### src/rtl/ir_key_pkg.sv
package ir_key_pkg;

   typedef enum logic [1:0] {
      S_IDLE,
      S_LEAD_SPACE,
      S_BIT_MARK,
      S_BIT_SPACE
   } nec_state_e;

   localparam int FRAME_BITS = 32;
   localparam int DEF_KEYS   = 9;

   // Index i of DEF_CMD maps to index i of DEF_CODE.
   localparam logic [DEF_KEYS-1:0][7:0] DEF_CMD =
      {8'h43, 8'h44, 8'h15, 8'h46, 8'h1C, 8'h5E, 8'h18, 8'h0C, 8'h45};
   localparam logic [DEF_KEYS-1:0][3:0] DEF_CODE =
      {4'h9, 4'h8, 4'h4, 4'h6, 4'h5, 4'h3, 4'h2, 4'h1, 4'h7};

   function automatic int win_lo(input int nom, input int tol);
      return nom - (nom * tol) / 100;
   endfunction

   function automatic int win_hi(input int nom, input int tol);
      return nom + (nom * tol) / 100;
   endfunction

   function automatic logic in_win(input int d, input int nom, input int tol);
      return (d >= win_lo(nom, tol)) && (d <= win_hi(nom, tol));
   endfunction

endpackage

### src/rtl/ir_edge_timer.sv
module ir_edge_timer #(
   parameter int SYNC_STAGES = 2,
   parameter int TIMEOUT_US  = 12000,
   localparam int CNT_W      = $clog2(TIMEOUT_US + 2)
) (
   input  logic             clk,
   input  logic             rst_n,
   input  logic             ir_n,
   input  logic             us_tick,
   output logic             edge_p,
   output logic             ended_mark,
   output logic [CNT_W-1:0] dur,
   output logic             stale
);

   logic [SYNC_STAGES-1:0] sync_q;
   logic                   mark_now;
   logic                   mark_q;
   logic [CNT_W-1:0]       cnt;

   if (SYNC_STAGES < 1 || SYNC_STAGES > 4) begin : g_bad_sync
      $error("SYNC_STAGES must be 1 to 4");
   end

   if (SYNC_STAGES == 1) begin : g_sync_one
      always_ff @(posedge clk or negedge rst_n) begin
         if (!rst_n) sync_q <= '1;
         else        sync_q <= ir_n;
      end
   end else begin : g_sync_chain
      always_ff @(posedge clk or negedge rst_n) begin
         if (!rst_n) sync_q <= '1;
         else        sync_q <= {sync_q[SYNC_STAGES-2:0], ir_n};
      end
   end

   assign mark_now   = ~sync_q[SYNC_STAGES-1];
   assign edge_p     = mark_now != mark_q;
   assign ended_mark = mark_q;
   assign dur        = cnt;
   assign stale      = cnt >= CNT_W'(TIMEOUT_US);

   always_ff @(posedge clk or negedge rst_n) begin
      if (!rst_n) begin
         mark_q <= 1'b0;
         cnt    <= '0;
      end else begin
         mark_q <= mark_now;
         if (edge_p)
            cnt <= us_tick ? CNT_W'(1) : '0;
         else if (us_tick && cnt != '1)
            cnt <= cnt + 1'b1;
      end
   end

   // a measured phase restarts from the edge that ends the previous one
   p_restart_r10: assert property (@(posedge clk) disable iff (!rst_n)
      edge_p |=> cnt <= CNT_W'(1));

endmodule

### src/rtl/ir_nec_fsm.sv
module ir_nec_fsm
   import ir_key_pkg::*;
#(
   parameter int LEAD_MARK_US  = 9000,
   parameter int LEAD_SPACE_US = 4500,
   parameter int REP_SPACE_US  = 2250,
   parameter int BIT_MARK_US   = 563,
   parameter int ZERO_SPACE_US = 563,
   parameter int ONE_SPACE_US  = 1688,
   parameter int TOL_PCT       = 20,
   parameter int CNT_W         = 14
) (
   input  logic                  clk,
   input  logic                  rst_n,
   input  logic                  edge_p,
   input  logic                  ended_mark,
   input  logic [CNT_W-1:0]      dur,
   input  logic                  stale,
   output logic                  frame_evt,
   output logic [FRAME_BITS-1:0] frame_data,
   output logic                  repeat_evt
);

   localparam int IDX_W = $clog2(FRAME_BITS);

   nec_state_e              st;
   logic [IDX_W-1:0]        bit_idx;
   logic [FRAME_BITS-1:0]   shreg;
   int                      d;
   logic                    is0, is1, lead_ok, rep_ok, bmark_ok;

   assign d          = int'(dur);
   assign lead_ok    = in_win(d, LEAD_SPACE_US, TOL_PCT);
   assign rep_ok     = in_win(d, REP_SPACE_US, TOL_PCT);
   assign bmark_ok   = in_win(d, BIT_MARK_US, TOL_PCT);
   assign is0        = in_win(d, ZERO_SPACE_US, TOL_PCT);
   assign is1        = in_win(d, ONE_SPACE_US, TOL_PCT);
   assign frame_data = shreg;

   always_ff @(posedge clk or negedge rst_n) begin
      if (!rst_n) begin
         st         <= S_IDLE;
         bit_idx    <= '0;
         shreg      <= '0;
         frame_evt  <= 1'b0;
         repeat_evt <= 1'b0;
      end else begin
         frame_evt  <= 1'b0;
         repeat_evt <= 1'b0;
         if (st != S_IDLE && stale) begin
            st <= S_IDLE;
         end else if (edge_p) begin
            unique case (st)
               S_IDLE: begin
                  if (ended_mark && in_win(d, LEAD_MARK_US, TOL_PCT))
                     st <= S_LEAD_SPACE;
               end
               S_LEAD_SPACE: begin
                  if (!ended_mark && lead_ok) begin
                     st      <= S_BIT_MARK;
                     bit_idx <= '0;
                  end else if (!ended_mark && rep_ok) begin
                     repeat_evt <= 1'b1;
                     st         <= S_IDLE;
                  end else begin
                     st <= S_IDLE;
                  end
               end
               S_BIT_MARK: begin
                  st <= (ended_mark && bmark_ok) ? S_BIT_SPACE : S_IDLE;
               end
               S_BIT_SPACE: begin
                  if (!ended_mark && (is0 || is1)) begin
                     shreg <= {is1, shreg[FRAME_BITS-1:1]};
                     if (bit_idx == IDX_W'(FRAME_BITS - 1)) begin
                        frame_evt <= 1'b1;
                        st        <= S_IDLE;
                     end else begin
                        bit_idx <= bit_idx + 1'b1;
                        st      <= S_BIT_MARK;
                     end
                  end else begin
                     st <= S_IDLE;
                  end
               end
               default: st <= S_IDLE;
            endcase
         end
      end
   end

   // a stalled frame drops back to idle on the next cycle
   p_timeout_idle_r10: assert property (@(posedge clk) disable iff (!rst_n)
      (st != S_IDLE && stale) |=> st == S_IDLE);

   // a complete frame is reported only out of the bit-space state
   p_frame_after_bits_r4: assert property (@(posedge clk) disable iff (!rst_n)
      frame_evt |-> $past(st) == S_BIT_SPACE);

   // repeat and full-frame strobes never coincide
   p_evt_exclusive_r7: assert property (@(posedge clk) disable iff (!rst_n)
      !(frame_evt && repeat_evt));

endmodule

### src/rtl/ir_key_map.sv
module ir_key_map #(
   parameter int NUM_KEYS = 9,
   parameter logic [NUM_KEYS-1:0][7:0] CMD_TABLE  = ir_key_pkg::DEF_CMD,
   parameter logic [NUM_KEYS-1:0][3:0] CODE_TABLE = ir_key_pkg::DEF_CODE
) (
   input  logic [7:0] cmd,
   output logic       hit,
   output logic [3:0] code
);

   logic [NUM_KEYS-1:0]      match;
   logic [NUM_KEYS-1:0][3:0] masked;

   for (genvar i = 0; i < NUM_KEYS; i++) begin : g_entry
      assign match[i]  = cmd == CMD_TABLE[i];
      assign masked[i] = match[i] ? CODE_TABLE[i] : 4'h0;
      for (genvar j = i + 1; j < NUM_KEYS; j++) begin : g_dup
         if (CMD_TABLE[i] == CMD_TABLE[j]) begin : g_bad
            $error("duplicate command byte in key table");
         end
      end
   end

   always_comb begin
      code = 4'h0;
      for (int i = 0; i < NUM_KEYS; i++) code = code | masked[i];
   end

   assign hit = |match;

endmodule

### src/rtl/ir_key_decoder.sv
module ir_key_decoder
   import ir_key_pkg::*;
#(
   parameter int LEAD_MARK_US     = 9000,
   parameter int LEAD_SPACE_US    = 4500,
   parameter int REP_SPACE_US     = 2250,
   parameter int BIT_MARK_US      = 563,
   parameter int ZERO_SPACE_US    = 563,
   parameter int ONE_SPACE_US     = 1688,
   parameter int TOL_PCT          = 20,
   parameter int TIMEOUT_US       = 12000,
   parameter int REPEAT_WINDOW_US = 110000,
   parameter int SYNC_STAGES      = 2,
   parameter int NUM_KEYS         = DEF_KEYS,
   parameter logic [NUM_KEYS-1:0][7:0] CMD_TABLE  = DEF_CMD,
   parameter logic [NUM_KEYS-1:0][3:0] CODE_TABLE = DEF_CODE
) (
   input  logic       clk,
   input  logic       rst_n,
   input  logic       ir_n,
   input  logic       us_tick,
   output logic [3:0] key,
   output logic       key_valid,
   output logic       irq
);

   localparam int CNT_W = $clog2(TIMEOUT_US + 2);
   localparam int WIN_W = $clog2(REPEAT_WINDOW_US + 1);

   if (TOL_PCT < 1 || TOL_PCT > 40) begin : g_bad_tol
      $error("TOL_PCT out of range");
   end
   if (win_hi(ZERO_SPACE_US, TOL_PCT) >= win_lo(ONE_SPACE_US, TOL_PCT)) begin : g_bad_bits
      $error("zero and one space windows overlap");
   end
   if (win_hi(REP_SPACE_US, TOL_PCT) >= win_lo(LEAD_SPACE_US, TOL_PCT)) begin : g_bad_rep
      $error("repeat and leader space windows overlap");
   end
   if (win_hi(LEAD_MARK_US, TOL_PCT) >= TIMEOUT_US) begin : g_bad_tmo
      $error("timeout shorter than leader mark window");
   end

   logic                  edge_p, ended_mark, stale;
   logic [CNT_W-1:0]      dur;
   logic                  frame_evt, repeat_evt;
   logic [FRAME_BITS-1:0] frame_data;
   logic                  map_hit, frame_ok;
   logic [3:0]            map_code;
   logic [WIN_W-1:0]      win_cnt;

   ir_edge_timer #(
      .SYNC_STAGES(SYNC_STAGES),
      .TIMEOUT_US (TIMEOUT_US)
   ) u_timer (
      .clk       (clk),
      .rst_n     (rst_n),
      .ir_n      (ir_n),
      .us_tick   (us_tick),
      .edge_p    (edge_p),
      .ended_mark(ended_mark),
      .dur       (dur),
      .stale     (stale)
   );

   ir_nec_fsm #(
      .LEAD_MARK_US (LEAD_MARK_US),
      .LEAD_SPACE_US(LEAD_SPACE_US),
      .REP_SPACE_US (REP_SPACE_US),
      .BIT_MARK_US  (BIT_MARK_US),
      .ZERO_SPACE_US(ZERO_SPACE_US),
      .ONE_SPACE_US (ONE_SPACE_US),
      .TOL_PCT      (TOL_PCT),
      .CNT_W        (CNT_W)
   ) u_fsm (
      .clk       (clk),
      .rst_n     (rst_n),
      .edge_p    (edge_p),
      .ended_mark(ended_mark),
      .dur       (dur),
      .stale     (stale),
      .frame_evt (frame_evt),
      .frame_data(frame_data),
      .repeat_evt(repeat_evt)
   );

   ir_key_map #(
      .NUM_KEYS  (NUM_KEYS),
      .CMD_TABLE (CMD_TABLE),
      .CODE_TABLE(CODE_TABLE)
   ) u_map (
      .cmd (frame_data[23:16]),
      .hit (map_hit),
      .code(map_code)
   );

   assign frame_ok = (frame_data[7:0]   == ~frame_data[15:8]) &&
                     (frame_data[23:16] == ~frame_data[31:24]);

   always_ff @(posedge clk or negedge rst_n) begin
      if (!rst_n) begin
         key       <= 4'h0;
         key_valid <= 1'b0;
         irq       <= 1'b0;
         win_cnt   <= '0;
      end else begin
         irq <= 1'b0;
         if (us_tick && win_cnt != '0) win_cnt <= win_cnt - 1'b1;
         if (frame_evt && frame_ok) begin
            if (map_hit) begin
               key       <= map_code;
               key_valid <= 1'b1;
               irq       <= 1'b1;
               win_cnt   <= WIN_W'(REPEAT_WINDOW_US);
            end else begin
               win_cnt   <= '0;
            end
         end else if (repeat_evt && key_valid && win_cnt != '0) begin
            irq     <= 1'b1;
            win_cnt <= WIN_W'(REPEAT_WINDOW_US);
         end
      end
   end

   // irq is a single-cycle pulse
   p_irq_pulse_r2: assert property (@(posedge clk) disable iff (!rst_n)
      irq |=> !irq);

   // irq never reports without a valid key
   p_irq_has_key_r2: assert property (@(posedge clk) disable iff (!rst_n)
      irq |-> key_valid);

   // key only moves right after a decoded frame
   p_key_hold_r5: assert property (@(posedge clk) disable iff (!rst_n)
      !frame_evt |=> $stable(key));

   // a repeat outside the window is silent
   p_repeat_closed_r8: assert property (@(posedge clk) disable iff (!rst_n)
      (repeat_evt && win_cnt == '0) |=> !irq);

endmodule

### config.mk
export PLATFORM = sky130hd
export DESIGN_NAME = ir_key_decoder
export DESIGN_NICKNAME = d
export VERILOG_FILES = /design/src/rtl/ir_key_pkg.sv /design/src/rtl/ir_edge_timer.sv /design/src/rtl/ir_nec_fsm.sv /design/src/rtl/ir_key_map.sv /design/src/rtl/ir_key_decoder.sv
export SDC_FILE = /design/constraint.sdc
export NUM_CORES = 1
export LEC_CHECK = 0
export ABC_AREA = 1
export BUFFER_PORTS_ARGS = -buffer_cell sky130_fd_sc_hd__buf_2
export CAP_MARGIN = 20
export CELL_PAD_IN_SITES_DETAIL_PLACEMENT = 1
export CELL_PAD_IN_SITES_GLOBAL_PLACEMENT = 2
export CORE_ASPECT_RATIO = 1.75
export CORE_MARGIN = 2
export CORE_UTILIZATION = 40
export CTS_BUF_LIST = sky130_fd_sc_hd__clkbuf_8
export CTS_CLUSTER_DIAMETER = 80
export CTS_CLUSTER_SIZE = 40
export DETAILED_ROUTE_END_ITERATION = 6
export PLACE_DENSITY_LB_ADDON = 0.1
export SYNTH_ARGS = -nofsm -noshare
export SYNTH_HDL_FRONTEND = slang
export SYNTH_HIERARCHICAL = 1
export SYNTH_SLANG_ARGS = --single-unit
### constraint.sdc
create_clock -name clk -period 3.1 [get_ports clk]
set_input_delay 0.31 -clock clk [delete_from_list [all_inputs] [get_ports clk]]
set_output_delay 0.31 -clock clk [all_outputs]
set_load 0.01 [all_outputs]
==> flow_summary.toml <==
[die]
io_pins = 10
dieArea_mm2 = 0.0151
fp.dieH_um = 161
start_util_pct = 40.7
rows = 57
design.core.area_mm2 = 0.0138
die_w_um = 93.6

[global_routing]
grt_overflow = 0
grt_usage_pct = 23.4
grt_pass1_wl_um = 28000
grt_max_degree = 64
grt_pass1_vias = 5676
antenna_found_initial = 0

[timing]
finalSetupViolations = 0
fin_worst_skew_ps = 11.7
period_minus_slack_ps = 2390
fin_crit_sh_pct = 77.2
rsz0062_at_grt = "no"
worstMarginPinSlew_ps = 858
slew_headroom_pct = 42.8
hold_viol = 0
slew_viol_final = 0
max_freq_mhz = 418
setup_tns_ps = 0

[power_and_ir_drop]
power.total_mw = 2.02
internal-power_mw = 1.48
p_per_area_mw_per_mm2 = 338
vdd_ir_drop_max_uv = 194
netSwitchingFraction_pct = 27.0
leakage_nw = 3.24
p_seq_share_pct = 53.8
clkPwrFrac_pct = 40.6
switching_power_uw = 545
pwr-share-comb_pct = 5.6

[finish]
layout.nets = 855
area_growth_pct = 6.45
fillers = 1854
drive_gt1_share_pct = 9.76
fin_util_pct = 43.3
stdcell_count = 1027
diodes = 0
layout.cell_area.non_filler_mm2 = 0.00599

[detailed_routing]
route.detailed.drc = 0
avgViaCountPerCell = 5.23
vias = 5370
drt_iter0_markers = 190
wl_per_cell_um = 16.1
wl_um = 16600
drtPass1Iterations = 4
ant_nets = 0

[yosys]
synth_top_family_by_area = "simple AND/OR/NAND/NOR gates"
synthTopCellsByArea = "dfrtp_1, nand2_1, nand3_1, nor2_1, inv_1"
syn_inst = 837
ys_seq_area_share_pct = 36.1
synth-simple-area-share_pct = 49.0
ys.flop_type = "dfrtp_1"
yosys.area_share.xor_xnor_pct = 2.65
muxShareOfSynthArea_pct = 0
ys_warn_count = 6
yosys.area.top_type_share_pct = 35.1
synth_compound_area_share_pct = 2.49
yosysMostFrequentCell = "nand2_1"
synth_seq_cells = 81
yosysUniqueCellTypes = 42
netlist_area_mm2 = 0.00563
yosys.area.top_type = "dfrtp_1"
synth_fa_ha_area_share_pct = 1.33
netlist_top_cells_count = "nand2_1, nand3_1, nor2_1"
async_flop_share_pct = 100
synth_edf_count = 0
post_synth.cell_area_avg_um2 = 6.72
synth_nets = 847

[setup_path]
crit_path_end_kind = "register"
critPathRequiredTime_ps = 3350
worstRegToRegCells = 10
crit_arrival_ps = 2640
path_max_fanout = 18
critPathLaunchType = "register"
path_class = "reg2reg"

[placement]
port_buffers = 9
hpwl_um = 12600
gp_congestion = 0.909
place_area_mm2 = 0.00579
dp.cells = 1011

[clocking]
clockBufferDepth = 2
htree_levels = 3
clk_latency_ps = 370
cts-resized-gates = 0
cts.sinks = 81
cts_root_buffer = "clkbuf_8"
numCtsBuffers = 9
cts_setup_buffers = 0
clkSlewWorstSetupHoldPaths_ps = 90
cts_tree = "done"
hold_buffers = 0

[hold_path]
hold_path.class = "in2async"

[run_status]
status = "completed"

[job]
cap_violations = 0
## path summary, 6_finish.rpt
| kind | start | endpoint | slack [ps] |
|---|---|---|---|
| min reg2reg | u_timer/sync_q[0]$_DFF_PN1_ | u_timer/sync_q[1]$_DFF_PN1_ | 360 |
| min | rst_n | win_cnt[15]$_DFFE_PN0P_ | 30 |
| max in group asynchronous | rst_n | u_timer/dur[13]$_DFFE_PN0P_ | 2360 |
| max reg2reg | u_timer/dur[9]$_DFFE_PN0P_ | u_fsm/bit_idx[4]$_DFFE_PN0P_ | 710 |
| max | u_timer/dur[9]$_DFFE_PN0P_ | u_fsm/bit_idx[4]$_DFFE_PN0P_ | 710 |
| min in group clk | ir_n | u_timer/sync_q[0]$_DFF_PN1_ | 40 |
## worst max-delay path, cell delays in order, from the launching register on
cell and delay [ps]:
dfrtp_1 550, nand2_1 160, inv_1 60, nand2_2 100
a31oi_1 190, a21oi_4 520, nand2_1 120, a21oi_2 250
nand2_1 170, nand2_1 100, nand2_1 50
## cell families (layout without fill, tap and decap cells)
logic type | Yosys count | in the layout
fa+ha+maj | 6 | 6
compound gates | 22 | 22
flops | 81 | 81
buf+inv | 106 | 119
xor+xnor | 17 | 17
simple gates | 605 | 605
## per-layer routing
layer / wire length, µm / global-route usage [%] / vias to the layer above
li1: - / - / 2669
met1: 6450 / 25.0 / 2615
met2: 9330 / 45.4 / 59
met3: 243 / 2.58 / 27
met4: 558 / 8.89 / 0
met5: 0 / 0 / -
## per-stage QoR
stage,hold slack [ps],worst slack (ps)
after global routing,22.0,469
final,30.7,708
after detailed placement,348,724
after CTS,27.4,705
after floorplan,14.4,1310
after global placement,348,823
## layout by cell type (no fill, tap or decap), types with 2 or more instances in the layout
cell / count
nand2_1: 289
nand3_1: 141
nor2_1: 93
inv_1: 79
dfrtp_1: 79
nand4_1: 18
nor2_2: 15
xor2_1: 13
o21ai_0: 11
nor3_1: 11
inv_2: 10
clkbuf_8: 10
buf_2: 8
nand2_2: 6
nand2_4: 6
ha_1: 6
buf_4: 6
a21oi_1: 5
nor2_4: 5
nor3b_1: 5
xnor2_1: 4
nand3b_1: 3
or2_1: 2
and3_1: 2
clkinv_2: 2
clkinvlp_4: 2
nand3_2: 2
dfstp_2: 2
## power groups by stage
| stage | Clock (mW) | Sequential, mW | Combinational (mW) |
|---|---|---|---|
| final | 0.820 | 1.09 | 0.113 |
| after floorplan | 0 | 1.10 | 0.0632 |
| after detailed placement | 0 | 1.11 | 0.117 |
| after CTS | 0.855 | 1.09 | 0.117 |
| after global placement | 0 | 1.11 | 0.113 |
| after global routing | 0.907 | 1.09 | 0.129 |
## state kept, by name, indices dropped and copies added (netlist names)
signal,flops
u_timer/dur,14
u_timer/ended_mark,1
key,4
u_fsm/frame_data,32
key_valid,1
u_fsm/frame_evt,1
win_cnt,17
u_fsm/st,2
u_timer/sync_q,2
irq,1
u_fsm/bit_idx,5
u_fsm/repeat_evt,1
## layout make-up
| cell class | instances | area [µm²] | share of cell area (%) |
|---|---|---|---|
| clock inverter | 6 | 58.8 | 0.982 |
| multi-input combinational | 650 | 3120 | 52.1 |
| timing repair buffer | 14 | 85.1 | 1.42 |
| clock buffer | 10 | 138 | 2.30 |
| tap | 177 | 221 | 3.70 |
| inverter | 89 | 334 | 5.58 |
| sequential | 81 | 2030 | 33.9 |
Note: power is estimated with default switching activity, not from simulation.
